--- config.mk ---
export PLATFORM = sky130hd
export DESIGN_NAME = wdog_keyed
export DESIGN_NICKNAME = d
export VERILOG_FILES = /design/src/rtl/wdog_keyed_pkg.sv /design/src/rtl/wdog_keyed_regs.sv /design/src/rtl/wdog_keyed_interval.sv /design/src/rtl/wdog_keyed_counter.sv /design/src/rtl/wdog_keyed.sv
export SDC_FILE = /design/constraint.sdc
export NUM_CORES = 1
export LEC_CHECK = 0
export ABC_AREA = 1
export CORE_MARGIN = 4
export CORE_UTILIZATION = 35
export CTS_BUF_LIST = sky130_fd_sc_hd__clkbuf_4
export CTS_CLUSTER_SIZE = 40
export DETAILED_ROUTE_END_ITERATION = 8
export PLACE_DENSITY = 0.69
export REMOVE_ABC_BUFFERS = 1
export SKIP_LAST_GASP = 1
export SLEW_MARGIN = 20
export SYNTH_ARGS = -nofsm -noshare
export SYNTH_HDL_FRONTEND = slang
export SYNTH_HIERARCHICAL = 1
export SYNTH_SLANG_ARGS = --single-unit
--- constraint.sdc ---
create_clock -name clk -period 1.9 [get_ports clk]
set_input_delay 0.475 -clock clk [delete_from_list [all_inputs] [get_ports clk]]
set_output_delay 0.475 -clock clk [all_outputs]
set_load 0.1 [all_outputs]
--- src/rtl/wdog_keyed_pkg.sv ---
`timescale 1ns/1ps
package wdog_keyed_pkg;
  localparam logic [15:0] KEY_VAL     = 16'h16AA;
  localparam logic [11:0] RESTART_PAT = 12'hA57;
  localparam int          OFS_CTRL    = 'h10;
  localparam int          OFS_CFG     = 'h14;
  localparam int          OFS_MODE    = 'h18;
  localparam int          PEND_BIT    = 8;

  typedef enum logic [1:0] {
    ACT_RST_A = 2'b00,
    ACT_RST   = 2'b01,
    ACT_IRQ   = 2'b10,
    ACT_RST_B = 2'b11
  } act_t;

  // interval length in half-second ticks for an interval code
  function automatic int half_ticks(input int code);
    if (code == 0)       return 1;
    else if (code <= 6)  return 2 * code;
    else if (code <= 11) return 4 * code - 12;
    else                 return 32;
  endfunction
endpackage

--- src/rtl/wdog_keyed_regs.sv ---
`timescale 1ns/1ps
module wdog_keyed_regs
  import wdog_keyed_pkg::*;
#(
  parameter int ADDR_W = 8,
  parameter int CODE_W = 4
) (
  input  logic              clk,
  input  logic              rst,
  input  logic              bus_wr,
  input  logic              bus_rd,
  input  logic [ADDR_W-1:0] bus_addr,
  input  logic [31:0]       bus_wdata,
  input  logic              irq_hit,
  output logic              kick,
  output logic              mode_wr,
  output logic              mode_en,
  output logic [CODE_W-1:0] mode_code,
  output act_t              action,
  output logic              irq_pend,
  output logic [31:0]       bus_rdata
);
  localparam logic [ADDR_W-1:0] A_CTRL = ADDR_W'(OFS_CTRL);
  localparam logic [ADDR_W-1:0] A_CFG  = ADDR_W'(OFS_CFG);
  localparam logic [ADDR_W-1:0] A_MODE = ADDR_W'(OFS_MODE);

  logic key_ok;
  logic cfg_wr;
  logic pend_clr;
  logic unused_bits;
  logic [31:0] rd_mux;

  assign key_ok   = (bus_wdata[31:16] == KEY_VAL);
  assign kick     = bus_wr && (bus_addr == A_CTRL) && bus_wdata[0]
                    && (bus_wdata[12:1] == RESTART_PAT);
  assign mode_wr  = bus_wr && (bus_addr == A_MODE) && key_ok;
  assign cfg_wr   = bus_wr && (bus_addr == A_CFG) && key_ok;
  assign pend_clr = cfg_wr && bus_wdata[PEND_BIT];
  assign unused_bits = ^bus_wdata[15:13];

  always_comb begin
    rd_mux = '0;
    case (bus_addr)
      A_MODE: begin
        rd_mux[0]             = mode_en;
        rd_mux[4 +: CODE_W]   = mode_code;
      end
      A_CFG: begin
        rd_mux[1:0]           = action;
        rd_mux[PEND_BIT]      = irq_pend;
      end
      default: rd_mux = '0;
    endcase
  end

  always_ff @(posedge clk) begin
    if (rst) begin
      mode_en   <= 1'b0;
      mode_code <= '0;
      action    <= ACT_RST;
      irq_pend  <= 1'b0;
      bus_rdata <= '0;
    end else begin
      if (mode_wr) begin
        mode_en   <= bus_wdata[0];
        mode_code <= bus_wdata[4 +: CODE_W];
      end
      if (cfg_wr) action <= act_t'(bus_wdata[1:0]);
      if (irq_hit)       irq_pend <= 1'b1;
      else if (pend_clr) irq_pend <= 1'b0;
      if (bus_rd) bus_rdata <= rd_mux;
    end
  end
endmodule

--- src/rtl/wdog_keyed_interval.sv ---
`timescale 1ns/1ps
module wdog_keyed_interval
  import wdog_keyed_pkg::*;
#(
  parameter int CODE_W = 4,
  parameter int CNT_W  = 6
) (
  input  logic [CODE_W-1:0] code,
  output logic [CNT_W-1:0]  limit
);
  always_comb limit = CNT_W'(half_ticks(int'(code)));
endmodule

--- src/rtl/wdog_keyed_counter.sv ---
`timescale 1ns/1ps
module wdog_keyed_counter
  import wdog_keyed_pkg::*;
#(
  parameter int CNT_W      = 6,
  parameter int RST_CYCLES = 16
) (
  input  logic             clk,
  input  logic             rst,
  input  logic             tick,
  input  logic             en,
  input  logic             restart,
  input  logic [CNT_W-1:0] limit,
  input  act_t             action,
  output logic             irq_hit,
  output logic             sys_rst_o
);
  localparam int LEFT_W = (RST_CYCLES > 2) ? $clog2(RST_CYCLES) : 1;

  logic [CNT_W-1:0]  cnt;
  logic [LEFT_W-1:0] left;
  logic              fire;
  logic              rst_fire;

  assign fire = !sys_rst_o && !restart && en && tick
                && (({1'b0, cnt} + 1'b1) >= {1'b0, limit});
  assign irq_hit  = fire && (action == ACT_IRQ);
  assign rst_fire = fire && (action != ACT_IRQ);

  always_ff @(posedge clk) begin
    if (rst) begin
      cnt       <= '0;
      left      <= '0;
      sys_rst_o <= 1'b0;
    end else if (sys_rst_o) begin
      cnt <= '0;
      if (left == '0) sys_rst_o <= 1'b0;
      else            left <= left - 1'b1;
    end else if (restart) begin
      cnt <= '0;
    end else if (fire) begin
      cnt <= '0;
      if (rst_fire) begin
        sys_rst_o <= 1'b1;
        left      <= LEFT_W'(RST_CYCLES - 1);
      end
    end else if (en && tick) begin
      cnt <= cnt + 1'b1;
    end
  end
endmodule

--- src/rtl/wdog_keyed.sv ---
`timescale 1ns/1ps
module wdog_keyed
  import wdog_keyed_pkg::*;
#(
  parameter int ADDR_W     = 8,
  parameter int CODE_W     = 4,
  parameter int CNT_W      = 6,
  parameter int RST_CYCLES = 16
) (
  input  logic              clk,
  input  logic              rst,
  input  logic              tick_half_sec,
  input  logic              bus_wr,
  input  logic              bus_rd,
  input  logic [ADDR_W-1:0] bus_addr,
  input  logic [31:0]       bus_wdata,
  output logic [31:0]       bus_rdata,
  output logic              sys_rst_o,
  output logic              irq_o
);
  logic              kick;
  logic              mode_wr;
  logic              mode_en;
  logic [CODE_W-1:0] mode_code;
  act_t              action;
  logic              irq_hit;
  logic              irq_pend;
  logic [CNT_W-1:0]  limit;

  wdog_keyed_regs #(.ADDR_W(ADDR_W), .CODE_W(CODE_W)) u_regs (
    .clk(clk), .rst(rst), .bus_wr(bus_wr), .bus_rd(bus_rd),
    .bus_addr(bus_addr), .bus_wdata(bus_wdata), .irq_hit(irq_hit),
    .kick(kick), .mode_wr(mode_wr), .mode_en(mode_en),
    .mode_code(mode_code), .action(action), .irq_pend(irq_pend),
    .bus_rdata(bus_rdata)
  );

  wdog_keyed_interval #(.CODE_W(CODE_W), .CNT_W(CNT_W)) u_interval (
    .code(mode_code), .limit(limit)
  );

  wdog_keyed_counter #(.CNT_W(CNT_W), .RST_CYCLES(RST_CYCLES)) u_counter (
    .clk(clk), .rst(rst), .tick(tick_half_sec), .en(mode_en),
    .restart(kick | mode_wr), .limit(limit), .action(action),
    .irq_hit(irq_hit), .sys_rst_o(sys_rst_o)
  );

  assign irq_o = irq_pend;
endmodule

==> results by group <==
Power and ir drop
  – Leakage: 1.41 nW
  – Pwr dens: 415 nW/um^2
  – Worst vdd ir: 259 uV

Clocking
  – Clock Root Buffer: clkbuf_4
  – Clk Latency, worst-skew pair: 330 ps
  – CTS tree: built
  – Level count of the clock H-tree: 1
  – CTS Buf Count: 3
  – Worst-path clk slew: 140 ps
  – # clock sinks: 26
  – Deepest clock path buffer count: 2
  – Hold Buf Count CTS: 0

Drt
  – Avg Vias per Cell: 4.42
  – Drc violations: 0
  – 1st-iter DRT viols: 53
  – Wire per inst: 10.7 um
  – Drt pass-1 iters: 4
  – ANT nets after route: 0
  – Via count: 2025
  – Routed wire length: 4880 um

Job
  – Max-Cap Viols: 0

Final layout
  – # fillers: 539
  – Storage element area: 529 um^2
  – Share of cells above drive strength 1: 0.277
  – Area of the multi-input gates: 1350 um^2
  – Synthesis-to-finish area growth: 47.2%
  – N_diodes: 0
  – Fin nets: 444
  – Post-layout util: 0.541

Timing
  – F_max: 0.490 GHz
  – Final hold slack: 509 ps
  – Final hold vios: 0
  – Setup ws final: -142 ps
  – TNS Setup: -867 ps
  – RSZ-0062 raised after global routing: true
  – Clock skew: 5.86 ps
  – Period utilization: 1.07
  – Slew Limit Fails: 0
  – Slew of the pin with the lowest slew margin: 559 ps
  – Relative slew slack: 0.625
  – Tmin final: 2040 ps
  – # setup viols final: 12

Die
  – Die X: 85.0 um
  – Core box area: 5640 um^2
  – Die footprint: 7220 um^2
  – Die H: 85.0 um
  – Ports: 79
  – Initial Util: 0.368
  – Row cnt: 27

Global routing
  – GRT Residual Overflow: 0
  – Initial antenna violation count: 0
  – First-pass GRT wire length: 8220 um
  – Vias in the first global route: 1925
  – Largest net degree at the start of global routing: 15
  – GRT Total Usage: 0.135

Setup path
  – Reg2reg setup slack: -140 ps
  – Critical Path, Cell by Cell: inv_4 > ha_4 > nand2_2 > a21oi_2 > inv_2 > ha_4 > inv_1 > nor2_1 > nand2_1 > nand2_1 > nand3_2 > nand2_4 > nand3_4 > nand3_2 > nand2_2 > nor2_1
  – Worst R2R Path Depth: 16
  – Worst setup path category: register to register
  – Worst R2R End: u_counter/left[2]$_SDFFE_PP0P_
  – R2R Path Start: u_regs/mode_code[1]$_SDFFE_PP0P_
  – Element type at the critical path start: register
  – CP required: 2170 ps
  – WP data arrival: 2310 ps
  – CP max stage delay: 420 ps
  – Crit-path max FO: 6
  – CP max-delay cell: dfxtp_4
  – Setup crit end kind: register

Status
  – Failing checks: negative setup slack
  – Result of the run: finished with violations

Placed design
  – Gpl congestion: 0.807
  – Input/output buffers: 50
  – Post-DP HPWL: 4000 um

Min path
  – Worst Hold Path Cells: 2
  – Hold Path Sink: u_regs/action[0]$_SDFFE_PP1P_
  – Hold WC Path Type: register to register
  – Hold Startpoint: u_regs/action[0]$_SDFFE_PP1P_

Synthesis
  – Largest area contributor in the netlist: dfxtp_1
  – Count of cell types in the netlist: 34
  – Ranking of synthesized cells by area: dfxtp_1 25%, nand2_1 12%, buf_4 9.0%
  – Post-synthesis cell count: 304
  – Syn_area_per_cell: 6.82 um^2
  – Top-area cell type share of the netlist area: 0.251
  – Register area share after synthesis: 0.251
  – Number of synthesized register bits: 26
  – Synth Cell Area: 2070 um^2
  – Syn. warnings: 6
-- through the flow --
stage                     setup WS, ps  instance area [um^2]  power (mW)  std cells
after floorplan                   -144                  1960       0.879        301
after global placement            -366                  2860        1.03        452
after detailed placement          -396                  2860        1.03        452
after CTS                         -134                  2990        1.28        458
after global routing              -314                  3050        1.32        458
final                             -142                  3050        1.27        458
-- cell type report --
| class | instances | share of cell area |
|---|---|---|
| clock inverter | 1 | 0.00123 |
| clock buffer | 3 | 0.00738 |
| multi-input combinational | 217 | 0.443 |
| sequential | 26 | 0.173 |
| tap | 72 | 0.0295 |
| timing repair buffer | 81 | 0.270 |
| inverter | 58 | 0.0754 |
-- cell families (layout without fill, tap and decap cells) --
group | after synthesis | after routing | share of synthesized area
and+or+nand+nor | 140 | 140 | 0.345
buffers and inverters | 85 | 143 | 0.205
AOI/OAI and AO/OA | 34 | 34 | 0.0959
DFF | 26 | 26 | 0.251
adders and majority gates | 12 | 12 | 0.0724
xor gates and xnor gates | 6 | 6 | 0.0290
other | 1 | 25 | 0.00181
-- routing by layer --
layer  GRT usage  up-vias  part of all wire
met5           0        -                 0
met4      0.0259        0             0.012
met2       0.261       40              0.53
met1       0.153      908              0.42
met3      0.0243        4             0.043
li1            -     1073                 -
-- placed cells by master, fill, tap and decap left out, drive strengths merged --
master,netlist,layout
ha,12,12
xor2,3,3
nor3,2,2
buf,26,40
o211ai,1,1
clkdlybuf4s50,0,41
nand3,24,24
a31oi,1,1
o21ai,10,10
o31ai,1,1
nor4,2,2
clkbuf,1,3
conb,1,25
dfxtp,26,26
nand2,77,77
xnor2,3,3
a21oi,21,21
and2,1,1
nand4,7,7
nor2,27,27
inv,56,56
clkinv,2,3
-- report_power, final --
group          internal (mW)  total, mW  leakage [nW]  switching (mW)
Sequential             0.550      0.557         0.213         0.00703
Combinational          0.131      0.465          1.19           0.334
Clock                 0.0771      0.245        0.0154           0.167
-- cells in the mapped netlist (all sizes together) --
cell type	instances
conb	1
clkbuf	1
ha	12
xor2	3
buf	26
nand2	77
inv	56
o211ai	1
nor4	2
dfxtp	26
xnor2	3
a21oi	21
nand3	24
o21ai	10
nor2	27
nor3	2
clkinv	2
nand4	7
a31oi	1
and2	1
o31ai	1
-- worst max-delay path, delay by kind of cell (launching register included) --
family	cells	cell delay (ps)
simple gates	10	760
fa+ha+maj	2	500
flops	1	420
compound gates	1	160
buf+inv	3	140
-- how the worst max path moves through the flow --
stage,slack (ps),depth (start not counted),from,end
after global routing,-310,18,u_regs/mode_code[0]$_SDFFE_PP0P_,u_counter/left[2]$_SDFFE_PP0P_
after global placement,-370,12,bus_addr[4],u_counter/left[3]$_SDFFE_PP0P_
after CTS,-130,18,u_regs/mode_code[0]$_SDFFE_PP0P_,u_regs/irq_pend$_SDFFE_PP0P_
final,-140,16,u_regs/mode_code[1]$_SDFFE_PP0P_,u_counter/left[2]$_SDFFE_PP0P_
after detailed placement,-400,12,bus_addr[4],u_counter/left[2]$_SDFFE_PP0P_
after floorplan,-140,19,u_regs/mode_code[0]$_SDFFE_PP0P_,u_counter/left[3]$_SDFFE_PP0P_
-- registers in the layout (all words and copies together), names as in the netlist --
name / flops
u_regs/bus_rdata: 7
u_counter/cnt: 6
u_counter/left: 4
u_regs/mode_code: 4
u_regs/action: 2
u_counter/sys_rst_o: 1
u_regs/irq_pend: 1
u_regs/mode_en: 1
-- what timing repair did --
action	CTS	global route
endpoints found under the setup margin	12	12
pin swaps	12	14
setup buffers	2	0
gates resized for setup	20	16
cloned	0	0
(Power assumes the default switching activity.)
